===== src/rtl/mmu_pkg.sv =====
package mmu_pkg;
    localparam int unsigned DEF_WIN_BITS = 3;
    localparam int unsigned DEF_BANK_W   = 6;
    localparam int unsigned DEF_OFF_W    = 13;
    localparam int unsigned DEF_DATA_W   = 8;

    typedef enum logic [1:0] {
        ACC_IDLE  = 2'd0,
        ACC_READ  = 2'd1,
        ACC_WRITE = 2'd2
    } acc_kind_e;
endpackage


===== src/rtl/bank_sel_mux.sv =====
module bank_sel_mux #(
    parameter int unsigned WIN_BITS = 3,
    parameter int unsigned BANK_W   = 6,
    localparam int unsigned NWIN    = 1 << WIN_BITS
) (
    input  logic [NWIN-1:0][BANK_W-1:0] bank,
    input  logic [WIN_BITS-1:0]         sel,
    output logic [BANK_W-1:0]           q
);
    logic [NWIN-1:0] hit;

    for (genvar n = 0; n < NWIN; n++) begin : g_hit
        assign hit[n] = (sel == WIN_BITS'(n));
    end

    always_comb begin
        q = '0;
        for (int n = 0; n < NWIN; n++) begin
            q = q | (bank[n] & {BANK_W{hit[n]}});
        end
    end
endmodule


===== src/rtl/bank_regfile.sv =====
module bank_regfile #(
    parameter int unsigned WIN_BITS = 3,
    parameter int unsigned BANK_W   = 6,
    localparam int unsigned NWIN    = 1 << WIN_BITS
) (
    input  logic                        clk,
    input  logic                        rst_n,
    input  logic                        phi2,
    input  logic                        rwb,
    input  logic                        reg_sel,
    input  logic [WIN_BITS-1:0]         idx,
    input  logic [BANK_W-1:0]           wdata,
    output logic [NWIN-1:0][BANK_W-1:0] bank
);
    typedef struct packed {
        logic                        phi2;
        logic                        pend;
        logic [WIN_BITS-1:0]         idx;
        logic [BANK_W-1:0]           data;
        logic [NWIN-1:0][BANK_W-1:0] bank;
    } rf_state_t;

    rf_state_t st_d, st_q;

    always_comb begin
        st_d      = st_q;
        st_d.phi2 = phi2;
        if (st_q.phi2 && !phi2 && st_q.pend) begin
            st_d.bank[st_q.idx] = st_q.data;
        end
        if (phi2) begin
            st_d.pend = reg_sel && !rwb;
            st_d.idx  = idx;
            st_d.data = wdata;
        end else begin
            st_d.pend = 1'b0;
        end
    end

    always_ff @(posedge clk or negedge rst_n) begin
        if (!rst_n) begin
            st_q <= '0;
            for (int n = 0; n < NWIN; n++) begin
                st_q.bank[n] <= BANK_W'(n);
            end
        end else begin
            st_q <= st_d;
        end
    end

    assign bank = st_q.bank;

    for (genvar i = 0; i < NWIN; i++) begin : g_chk
        p_bank_moves_on_fall_r4: assert property (@(posedge clk) disable iff (!rst_n)
            !$stable(bank[i]) |-> ($past(st_q.phi2) && !$past(phi2) && $past(st_q.pend)));
    end
endmodule


===== src/rtl/sram_strobe_gen.sv =====
module sram_strobe_gen
    import mmu_pkg::*;
(
    input  logic clk,
    input  logic rst_n,
    input  logic phi2,
    input  logic rwb,
    input  logic ram_sel,
    output logic sram_oe_n,
    output logic sram_we_n
);
    acc_kind_e kind;

    always_comb begin
        if (!ram_sel || !phi2) begin
            kind = ACC_IDLE;
        end else if (rwb) begin
            kind = ACC_READ;
        end else begin
            kind = ACC_WRITE;
        end
    end

    assign sram_oe_n = (kind != ACC_READ);
    assign sram_we_n = (kind != ACC_WRITE);

    p_we_only_in_phi2_r8: assert property (@(posedge clk) disable iff (!rst_n)
        !sram_we_n |-> (phi2 && !rwb));
    p_oe_only_in_read_r7: assert property (@(posedge clk) disable iff (!rst_n)
        !sram_oe_n |-> (phi2 && rwb));
    p_strobes_exclusive_r9: assert property (@(posedge clk) disable iff (!rst_n)
        !(!sram_oe_n && !sram_we_n));
endmodule


===== src/rtl/mmu_window_mapper.sv =====
module mmu_window_mapper
    import mmu_pkg::*;
#(
    parameter int unsigned WIN_BITS = DEF_WIN_BITS,
    parameter int unsigned BANK_W   = DEF_BANK_W,
    parameter int unsigned OFF_W    = DEF_OFF_W,
    parameter int unsigned DATA_W   = DEF_DATA_W,
    localparam int unsigned NWIN    = 1 << WIN_BITS,
    localparam int unsigned CPU_AW  = WIN_BITS + OFF_W,
    localparam int unsigned PHYS_AW = BANK_W + OFF_W
) (
    input  logic               clk,
    input  logic               rst_n,
    input  logic               phi2,
    input  logic               rwb,
    input  logic               ram_sel,
    input  logic               reg_sel,
    input  logic [CPU_AW-1:0]  cpu_addr,
    input  logic [DATA_W-1:0]  data_in,
    output logic [DATA_W-1:0]  data_out,
    output logic [PHYS_AW-1:0] sram_addr,
    output logic               sram_oe_n,
    output logic               sram_we_n
);
    logic [NWIN-1:0][BANK_W-1:0] bank;
    logic [BANK_W-1:0]           win_bank;
    logic [BANK_W-1:0]           rb_bank;
    logic                        unused_data_hi;

    assign unused_data_hi = ^data_in[DATA_W-1:BANK_W];

    bank_regfile #(.WIN_BITS(WIN_BITS), .BANK_W(BANK_W)) u_regs (
        .clk     (clk),
        .rst_n   (rst_n),
        .phi2    (phi2),
        .rwb     (rwb),
        .reg_sel (reg_sel),
        .idx     (cpu_addr[WIN_BITS-1:0]),
        .wdata   (data_in[BANK_W-1:0]),
        .bank    (bank)
    );

    bank_sel_mux #(.WIN_BITS(WIN_BITS), .BANK_W(BANK_W)) u_win_mux (
        .bank (bank),
        .sel  (cpu_addr[CPU_AW-1:OFF_W]),
        .q    (win_bank)
    );

    bank_sel_mux #(.WIN_BITS(WIN_BITS), .BANK_W(BANK_W)) u_rb_mux (
        .bank (bank),
        .sel  (cpu_addr[WIN_BITS-1:0]),
        .q    (rb_bank)
    );

    sram_strobe_gen u_strobe (
        .clk       (clk),
        .rst_n     (rst_n),
        .phi2      (phi2),
        .rwb       (rwb),
        .ram_sel   (ram_sel),
        .sram_oe_n (sram_oe_n),
        .sram_we_n (sram_we_n)
    );

    assign sram_addr = {win_bank, cpu_addr[OFF_W-1:0]};
    assign data_out  = (reg_sel && rwb) ? DATA_W'(rb_bank) : '0;

    p_map_hold_in_high_r10: assert property (@(posedge clk) disable iff (!rst_n)
        ($stable(cpu_addr) && $past(phi2)) |-> $stable(sram_addr));
endmodule


===== config.mk =====
export PLATFORM = sky130hd
export DESIGN_NAME = mmu_window_mapper
export DESIGN_NICKNAME = d
export VERILOG_FILES = /design/src/rtl/mmu_pkg.sv /design/src/rtl/bank_sel_mux.sv /design/src/rtl/bank_regfile.sv /design/src/rtl/sram_strobe_gen.sv /design/src/rtl/mmu_window_mapper.sv
export SDC_FILE = /design/constraint.sdc
export NUM_CORES = 1
export LEC_CHECK = 0
export BUFFER_PORTS_ARGS = -buffer_cell sky130_fd_sc_hd__buf_2
export CORE_UTILIZATION = 50
export CTS_CLUSTER_DIAMETER = 200
export DETAILED_ROUTE_END_ITERATION = 10
export PLACE_DENSITY_LB_ADDON = 0.3
export SLEW_MARGIN = 20
export SYNTH_ARGS = -nofsm -noshare
export SYNTH_HDL_FRONTEND = slang
export SYNTH_SLANG_ARGS = --single-unit

===== constraint.sdc =====
create_clock -name clk -period 2.85 [get_ports clk]
set_input_delay 0.4275 -clock clk [delete_from_list [all_inputs] [get_ports clk]]
set_output_delay 0.4275 -clock clk [all_outputs]
set_load 0.01 [all_outputs]

# Yosys cells after proc, flatten, opt, wreduce, memory -nomap -nowiden
# Index checks and enable logic that the tools add are counted.
dict set report word_totals {
  mem_bits_rw 0
  n_memories 0
  input_bits 30
  latch_bits 0
  mem_bits_ro 0
  wordCells 78
  out_inout_bits 29
  regBits 59
}
dict set report op_classes {
  muxes 7
  mul 0
  magnitude_cmp 2
  n_shift 0
  bitwise_logic 30
  div 0
  addsub 0
  reduce_logical 11
  n_eq_ne 16
}
# op count
set op_table {}
lappend op_table {{bitwise AND 6 bit} 16}
lappend op_table {{OR 6 bit} 14}
lappend op_table {{bitwise mux 48 bit} 1}
lappend op_table {{== test 3 bit (second input constant)} 8}
lappend op_table {{demux 6 bit (select 3 bit)} 1}
lappend op_table {{== test 3 x 2 -> 1 bit (second input constant)} 4}
lappend op_table {{2-to-1 mux 6 bit} 2}
lappend op_table {{== test 3 x 1 -> 1 bit (second input constant)} 2}
lappend op_table {{logical NOT 3 bit} 2}
lappend op_table {{logical AND 1 bit} 5}
lappend op_table {{< comparator 3 x 4 -> 1 bit (second input constant)} 1}
lappend op_table {{2-to-1 mux 2 bit} 2}
lappend op_table {{>= comparator 3 x 1 -> 1 bit (second input constant)} 1}
lappend op_table {{logical NOT 1 bit} 3}
lappend op_table {{!= test 2 x 1 -> 1 bit (second input constant)} 1}
lappend op_table {{!= test 2 bit (second input constant)} 1}
lappend op_table {{logical OR 1 bit} 1}
lappend op_table {{2-to-1 mux 1 bit} 1}

# Depth between registers and ports, before layout
# Gate-level depths: netlist of the first run.
dict set report logic_depth {
  depth_word 10
  depth_mapped 5
  ltp_nobuf 3
}

# Cells and area by module
# Synthesis of the first run repeated with hierarchy kept, for this count alone.
dict set report unflattened {
  hier_cells 247
  area_unflattened_um2 3598.5
}
# mod instances cells_per_inst seq_area_each_um2 area_per_inst_um2
set modules_own_cells {}
lappend modules_own_cells {bank_regfile 1 181 1491.4 2628.8}
lappend modules_own_cells {bank_sel_mux 2 21 0.0 401.6}
lappend modules_own_cells {mmu_window_mapper 1 22 0.0 153.9}
lappend modules_own_cells {sram_strobe_gen 1 2 0.0 12.5}

# Worst setup path after synthesis of the first run
# OpenSTA, ideal clock, no wires.
dict set report synth_timing {
  path_type {input port to output port}
  start {input port cpu_addr[2]}
  end {output port data_out[4]}
  slack_ns 0.981
  path_buffers 1
  arrival_time_ns 1.442
  required_ns 2.423
  stages 4
  path_cell_list {buf_2 -> or3b_2 -> a21o_1 -> a41oi_1}
}
dict set report synth_between {
  elab_chain_cells 10
  word_cells_on_any_way 24
  cone_classes {7 x eq/ne; 1 x mux; 15 x bitwise; 1 x reduce/logical}
}
# element line
set synth_lines {}
lappend synth_lines {{start: declaration} mmu_window_mapper.sv:18} ;# input logic [CPU_AW-1:0] cpu_addr,
lappend synth_lines {{== test 3 x 1 -> 1 bit / logical NOT 3 bit (equally long branches)} bank_sel_mux.sv:13} ;# assign hit[n] = (sel == WIN_BITS'(n));
lappend synth_lines {{bitwise AND 6 bit} bank_sel_mux.sv:19} ;# q = q | (bank[n] & {BANK_W{hit[n]}});
lappend synth_lines {{OR 6 bit (6 in a row)} bank_sel_mux.sv:19}
lappend synth_lines {{OR 6 bit (*)} bank_sel_mux.sv:19}
lappend synth_lines {{2-to-1 mux 6 bit (*)} mmu_window_mapper.sv:66} ;# assign data_out = (reg_sel && rwb) ? DATA_W'(rb_bank) : '0;
lappend synth_lines {{end: declaration} mmu_window_mapper.sv:20} ;# output logic [DATA_W-1:0] data_out,
# Every way passes the cells marked *; elsewhere a longest branch is shown, timed or not.

# Final worst setup path of the first run
dict set report layout_timing {
  start {input port cpu_addr[0]}
  end {output port data_out[5]}
}
# The elaborated chain is that of the path after synthesis.

==> flow_summary.toml, run 1 <==
[status]
status = "finished, final reports clean"

[worst_setup_path]
cp_max_fo = 44
arrival_ns = 1.89
endpoint_kind = "output pin"
start_kind = "input port"
crit_type = "input port to output pin"
worstRegToRegCells = 3
critPathRequiredTime_ns = 2.42

[placement]
dp_hpwl_mm = 4.64
gp_congestion = 0.754
port_buffers = 34
preCtsSetupSlack_ns = 0.539

[logic_synthesis]
syn_area_mm2 = 0.00348
avgSynthCellArea_um2 = 12.7
ys_seq_area_share_pct = 42.9
ys_warn_count = 0
synthCells = 275
ys_ff_latch = 59
ys_types = 30

[sta]
fmax_ghz = 0.431
rsz0062_at_grt = "no"
clock_skew_ns = 0.00792
maxSlewViolCount = 0
maxSlewHeadroom_pct = 52.3
worst_pin_slew_ns = 0.715
hold_violations = 0
fin_crit_ns = 2.32
setup_viol = 0
setup_ws_ns = 0.528
fin_setup_tns_ns = 0
final.period_utilization_pct = 81.5

[pwr]
internal_power_w = 0.00165
power_leakage_nw = 1.71
vdd_ir_drop_max_v = 0.000316
pwr-share-comb_pct = 13.4
p_per_area_mw_per_mm2 = 581
pwr-share-seq_pct = 46.9
clkPwrFrac_pct = 39.6
swShare_pct = 24.8
switching_power_w = 0.000545

[global_route]
grt_pass1_wl_mm = 11.7
gr-total-overflow = 0
grt_pass1_vias = 2111
antenna_found_initial = 0
grt_max_degree = 45
track_usage_pct = 21.9

[routing]
via_count = 2232
first_pass_iters = 4
via_per_inst = 5.98
routedWlPerCell_um = 19.5
drc = 0
drt-initial-drc-count = 130
routed_wl_mm = 7.26
final_antenna_net_count = 0

[cts]
cts_resized = 0
numClockSinks = 59
tritoncts = "built"
insertion_delay_ns = 0.35
clk_path_buf_depth = 2
numCtsBuffers = 9
cts_root_buffer = "clkbuf_8"
htree_levels = 3
clk_transition_reported_paths_ns = 0.07

[layout]
n_antenna_cell = 0
final_util_pct = 55.9
drive_above_1_share_pct = 50.9
nNetsFinal = 318
syn2layout_area_growth_pct = 8.59

[floorplanning]
core_mm2 = 0.00676
die_h_um = 85.4
ios = 59
dieArea_mm2 = 0.00730
die_x_um = 85.4
rows = 30
start_util_pct = 51.5

[min_path]
holdPathStages = 2
hp-class = "input port to flop"

[run]
maxCapViolations = 0
[placed cells by master (no fill, tap or decap), types with 2 or more instances in the layout]
| cell | instances |
|---|---|
| nand3b_2 | 2 |
| and3b_1 | 11 |
| bufinv_16 | 2 |
| nand3_1 | 6 |
| mux2_2 | 55 |
| dfrtp_1 | 47 |
| or3b_2 | 5 |
| mux4_2 | 12 |
| clkbuf_8 | 11 |
| nor3b_1 | 6 |
| conb_1 | 2 |
| clkinv_2 | 3 |
| nand3b_1 | 12 |
| o21ai_0 | 12 |
| nand2b_1 | 7 |
| mux2i_1 | 4 |
| and3_1 | 6 |
| nor3b_4 | 2 |
| dfstp_2 | 12 |
| a21o_1 | 10 |
| buf_4 | 2 |
| a41oi_1 | 5 |
| nand2_1 | 11 |
| mux2_4 | 6 |
| nor2_1 | 2 |
| buf_2 | 34 |
[state kept, by name (all words and copies together) (netlist names)]
signal	flops
u_regs.bank	48
u_regs.st_q	11
[metrics by stage]
step	hold WS (ns)	cell area, µm²	total power (W)	std cells
final	0.312	3780	0.00219	373
after global routing	0.304	3780	0.00229	373
after CTS	0.297	3780	0.00221	373
after detailed placement	0.307	3540	0.00134	356
after global placement	0.308	3540	0.00133	356
after floorplan	0.132	3480	0.00126	276
[cell type report]
type,count,area [µm²]
clock buffers,11,151
clock inverters,5,75.1
fillers,605,2980
multi-input cells,181,1770
flip-flops and latches,59,1490
well taps,80,100
repair buffers,37,195
[power by group through the flow]
stage	sequential (W)	clock [W]	combinational [W]
floorplan	0.00101	0	0.000252
global placement	0.00104	0	0.000289
detailed placement	0.00104	0	0.000296
CTS	0.00103	0.000887	0.000298
global route	0.00105	0.000923	0.000322
finish	0.00103	0.000870	0.000295
[cells in the mapped netlist, drive strengths merged]
| cell | number | share of area [%] |
|---|---|---|
| a21o | 10 | 2.2 |
| a21oi | 1 | 0.14 |
| a41oi | 5 | 1.3 |
| and3 | 7 | 1.4 |
| and3b | 11 | 2.8 |
| and4bb | 1 | 0.47 |
| buf | 29 | 5.8 |
| clkbuf | 7 | 0.76 |
| conb | 1 | 0.11 |
| dfrtp | 47 | 34 |
| dfstp | 12 | 9.1 |
| mux2 | 61 | 20 |
| mux2i | 4 | 1.2 |
| mux4 | 12 | 7.8 |
| nand2 | 11 | 1.2 |
| nand2b | 7 | 1.3 |
| nand3 | 6 | 0.86 |
| nand3b | 14 | 3.2 |
| nand4b | 1 | 0.68 |
| nor2 | 2 | 0.22 |
| nor3b | 8 | 2.4 |
| o21a | 1 | 0.22 |
| o21ai | 12 | 1.7 |
| or3b | 5 | 1.3 |
[critical path: stages]
cell and delay (ns):
buf_2 0.55, mux4_2 0.59, a21oi_1 0.16, buf_2 0.15
[kinds of logic after synthesis]
group	Yosys count	share of synthesized area, %
compound gates	29	5.50
buf+inv	36	6.51
flops	59	42.9
mux	77	29.3
other cells	1	0.108
simple gates	73	15.7
[timing repair]
item,4_1_cts,5_1_grt
hold endpoints to repair,8,0
hold buffers,1,0
setup buffers,0,0
[final timing paths]
path	from	end	slack, ns
setup reg to reg	u_regs.st_q[54]$_DFFE_PN0P_	u_regs.bank[46]$_DFFE_PN0P_	1.17
setup / recovery	cpu_addr[0]	data_out[5]	0.53
min in group asynchronous	rst_n	u_regs.bank[28]$_DFFE_PN0P_	0.48
max in group asynchronous	rst_n	u_regs.bank[13]$_DFFE_PN1P_	1.66
hold / removal	data_in[2]	u_regs.st_q[50]$_DFFE_PN0P_	0.31
hold reg to reg	u_regs.bank[45]$_DFFE_PN0P_	u_regs.bank[45]$_DFFE_PN0P_	0.53
[layer usage]
layer | global-route usage [%] | share of wire, % | vias to the layer above
met4 | 9.70 | 1.6 | 0
li1 | - | - | 1021
met2 | 32.1 | 46 | 62
met1 | 31.1 | 47 | 1137
met5 | 0 | 0 | -
met3 | 4.96 | 4.8 | 12
(Power assumes the default switching activity.)
==> run 2, diff against run 1 <==
ABC_AREA = 1   (was default)
clock period = 2.4 ns   (was 2.85 ns; I/O delays follow)
==> run 2 against run 1 <==
Against the previous run: first-iteration DRC count increased by 120%; cell area decreased by 6.6%; worst setup slack got worse by 0.13 ns; synthesized area decreased by 7.8%; critical endpoint is now data_out[0]; highest routed layer unchanged.
==> flow_summary.toml, run 2 <==
[placement]
placed_area_mm2 = 0.00336
port_buffers = 34
dp.cells = 522
dp_hpwl_mm = 5.84
preCtsSetupSlack_ns = 0.451
gp_congestion = 0.928

[logic_synthesis]
synthCells = 438
synthArstFlopShare_pct = 100
synth.top_cell.area_share_pct = 36.7
ys_warn_count = 0
synth_area_leader_cell = "dfrtp_1"
yosys-top-cells-area = "dfrtp_1 (37%), nand2_1 (18%), dfstp_2 (9.8%)"
syn_area_mm2 = 0.00321
ys_types = 16
avgSynthCellArea_um2 = 7.32
synth-main-ff-cell = "dfrtp_1"
ys_seq_area_share_pct = 46.5
synth_most_common_cell = "nand2_1"
ys_ff_latch = 59
synthTopCellsByCount = "nand2_1 (155), o21ai_0 (62), dfrtp_1 (47)"
synth-edff-count = 0

[routing]
first_pass_iters = 5
routed_wl_mm = 8.87
drt-initial-drc-count = 286
via_count = 3114
drc = 0
via_per_inst = 5.79
final_antenna_net_count = 0
routedWlPerCell_um = 16.5

[layout]
num-fill-cells = 588
drive_above_1_share_pct = 16.0
top_regs = "u_regs.bank x48, u_regs.st_q x11"
stdcell_count = 538
layout_common_cells = "nand2_1 (155), o21ai_0 (62), dfrtp_1 (47), nand4_1 (36), buf_2 (34)"
nNetsFinal = 488
n_antenna_cell = 0
final_common_cell = "nand2_1"
max_flop_register = "u_regs.bank"
largest_reg_flops = 48
final_cell_area_mm2 = 0.00353
syn2layout_area_growth_pct = 10.1

[worst_setup_path]
endpoint_kind = "output pin"
arrival_ns = 1.64
reg2reg_from = "u_regs.st_q[54]$_DFFE_PN0P_"
rrSetupSlack_ns = 0.95
crit_start = "cpu_addr[0]"
crit_chain = "buf_2 -> inv_1 -> nand4_1 -> nand2_1 -> nor2_1 -> a21oi_1 -> buf_2"
timing.rr.end = "u_regs.bank[2]$_DFFE_PN0P_"
crit_buf_inv = 3
critPathRequiredTime_ns = 2.04
crit_top_cell = "buf_2"
worstRegToRegCells = 3
cp_max_fo = 20
path_delay_family = "buffers and inverters"
crit_slowest_cell = "inv_1"
crit_type = "input port to output pin"
start_kind = "input port"
slowest_delay_ns = 0.42

[floorplanning]
die_h_um = 82.1
rows = 28
dieArea_mm2 = 0.00674
start_util_pct = 52.9
ios = 59
core_mm2 = 0.00606
die_x_um = 82.1

[status]
status = "finished, final reports clean"

[sta]
final.period_utilization_pct = 83.3
setup_ws_ns = 0.400
fin_setup_tns_ns = 0
maxSlewHeadroom_pct = 58.3
hold_ws_ns = 0.0253
clock_skew_ns = 0.00603
worst_pin_slew_ns = 0.626
maxSlewViolCount = 0
rsz0062_at_grt = "no"
fmax_ghz = 0.500
hold_violations = 0
setup_viol = 0
fin_crit_ns = 2.00

[global_route]
antenna_found_initial = 0
gr-total-overflow = 0
track_usage_pct = 29.0
grt_pass1_wl_mm = 13.9
grt_pass1_vias = 2747
grt_max_degree = 36

[cts]
tritoncts = "built"
numClockSinks = 59
htree_levels = 3
numCtsBuffers = 9
cts_setup_buffers = 0
clk_path_buf_depth = 2
cts_resized = 0
clk_transition_reported_paths_ns = 0.06
cts-hold-fix-buffers = 0
insertion_delay_ns = 0.35
cts_root_buffer = "clkbuf_8"

[pwr]
vdd_ir_drop_max_v = 0.000391
p_per_area_mw_per_mm2 = 646
power_leakage_nw = 1.76

[run]
maxCapViolations = 0

[min_path]
hp-class = "input port to asynchronous set/reset pin"
==> run 2: cell count changes after synthesis, sizes merged, moves of 11 or more <==
cell,before,now
nor2,2,29
mux2,61,0
o21ai,12,62
nand3b,14,1
inv,0,23
nand3,6,17
and3b,11,0
nand2,11,155
mux4,12,0
nand4,0,36
==> run 2: worst max-delay path by stage <==
| stage | endpoint | slack [ns] | cells after the start |
|---|---|---|---|
| global placement | data_out[5] | 0.46 | 7 |
| finish | data_out[0] | 0.40 | 7 |
| CTS | data_out[3] | 0.45 | 7 |
| detailed placement | data_out[3] | 0.45 | 7 |
| global route | data_out[0] | 0.28 | 7 |
| floorplan | data_out[0] | 0.81 | 7 |
==> run 2: final cells by class <==
type	instances	area, µm²	area share [%]
clock inverters	2	10.0	0.283
multi-input cells	318	1410	39.8
repair buffers	47	280	7.94
inverters	23	86.3	2.45
well taps	75	93.8	2.66
flip-flops and latches	59	1490	42.2
clock buffers	14	163	4.61
==> run 2: layer usage <==
| layer | wire, µm | part of all wire, % | vias up | track usage (%) |
|---|---|---|---|---|
| met5 | 0 | 0 | - | 0 |
| met4 | 184 | 2.1 | 0 | 12.3 |
| met3 | 987 | 11 | 26 | 10.8 |
| met2 | 3850 | 43 | 190 | 42.8 |
| met1 | 3840 | 43 | 1424 | 38.2 |
| li1 | - | - | 1474 | - |
==> run 2: power by group <==
| group | internal, W | switching, W |
|---|---|---|
| registers | 0.00110 | 0.0000693 |
| logic | 0.0000968 | 0.000203 |
| clock network | 0.000429 | 0.000385 |
==> run 2: cell families after synthesis <==
group	Yosys count	share of synthesized area [%]
other	1	0.117
flip-flops	59	46.5
buffers and inverters	62	9.75
AND/OR/NAND/NOR	247	32.9
AO/OA/AOI/OAI	69	10.8
==> run 2: per-stage QoR <==
step	utilization, %	total power [W]
3_3_place_gp	55.4	0.00146
5_1_grt	58.3	0.00238
6_report	58.3	0.00228
4_1_cts	58.3	0.00228
3_5_place_dp	55.4	0.00148
2_1_floorplan	-	0.00136
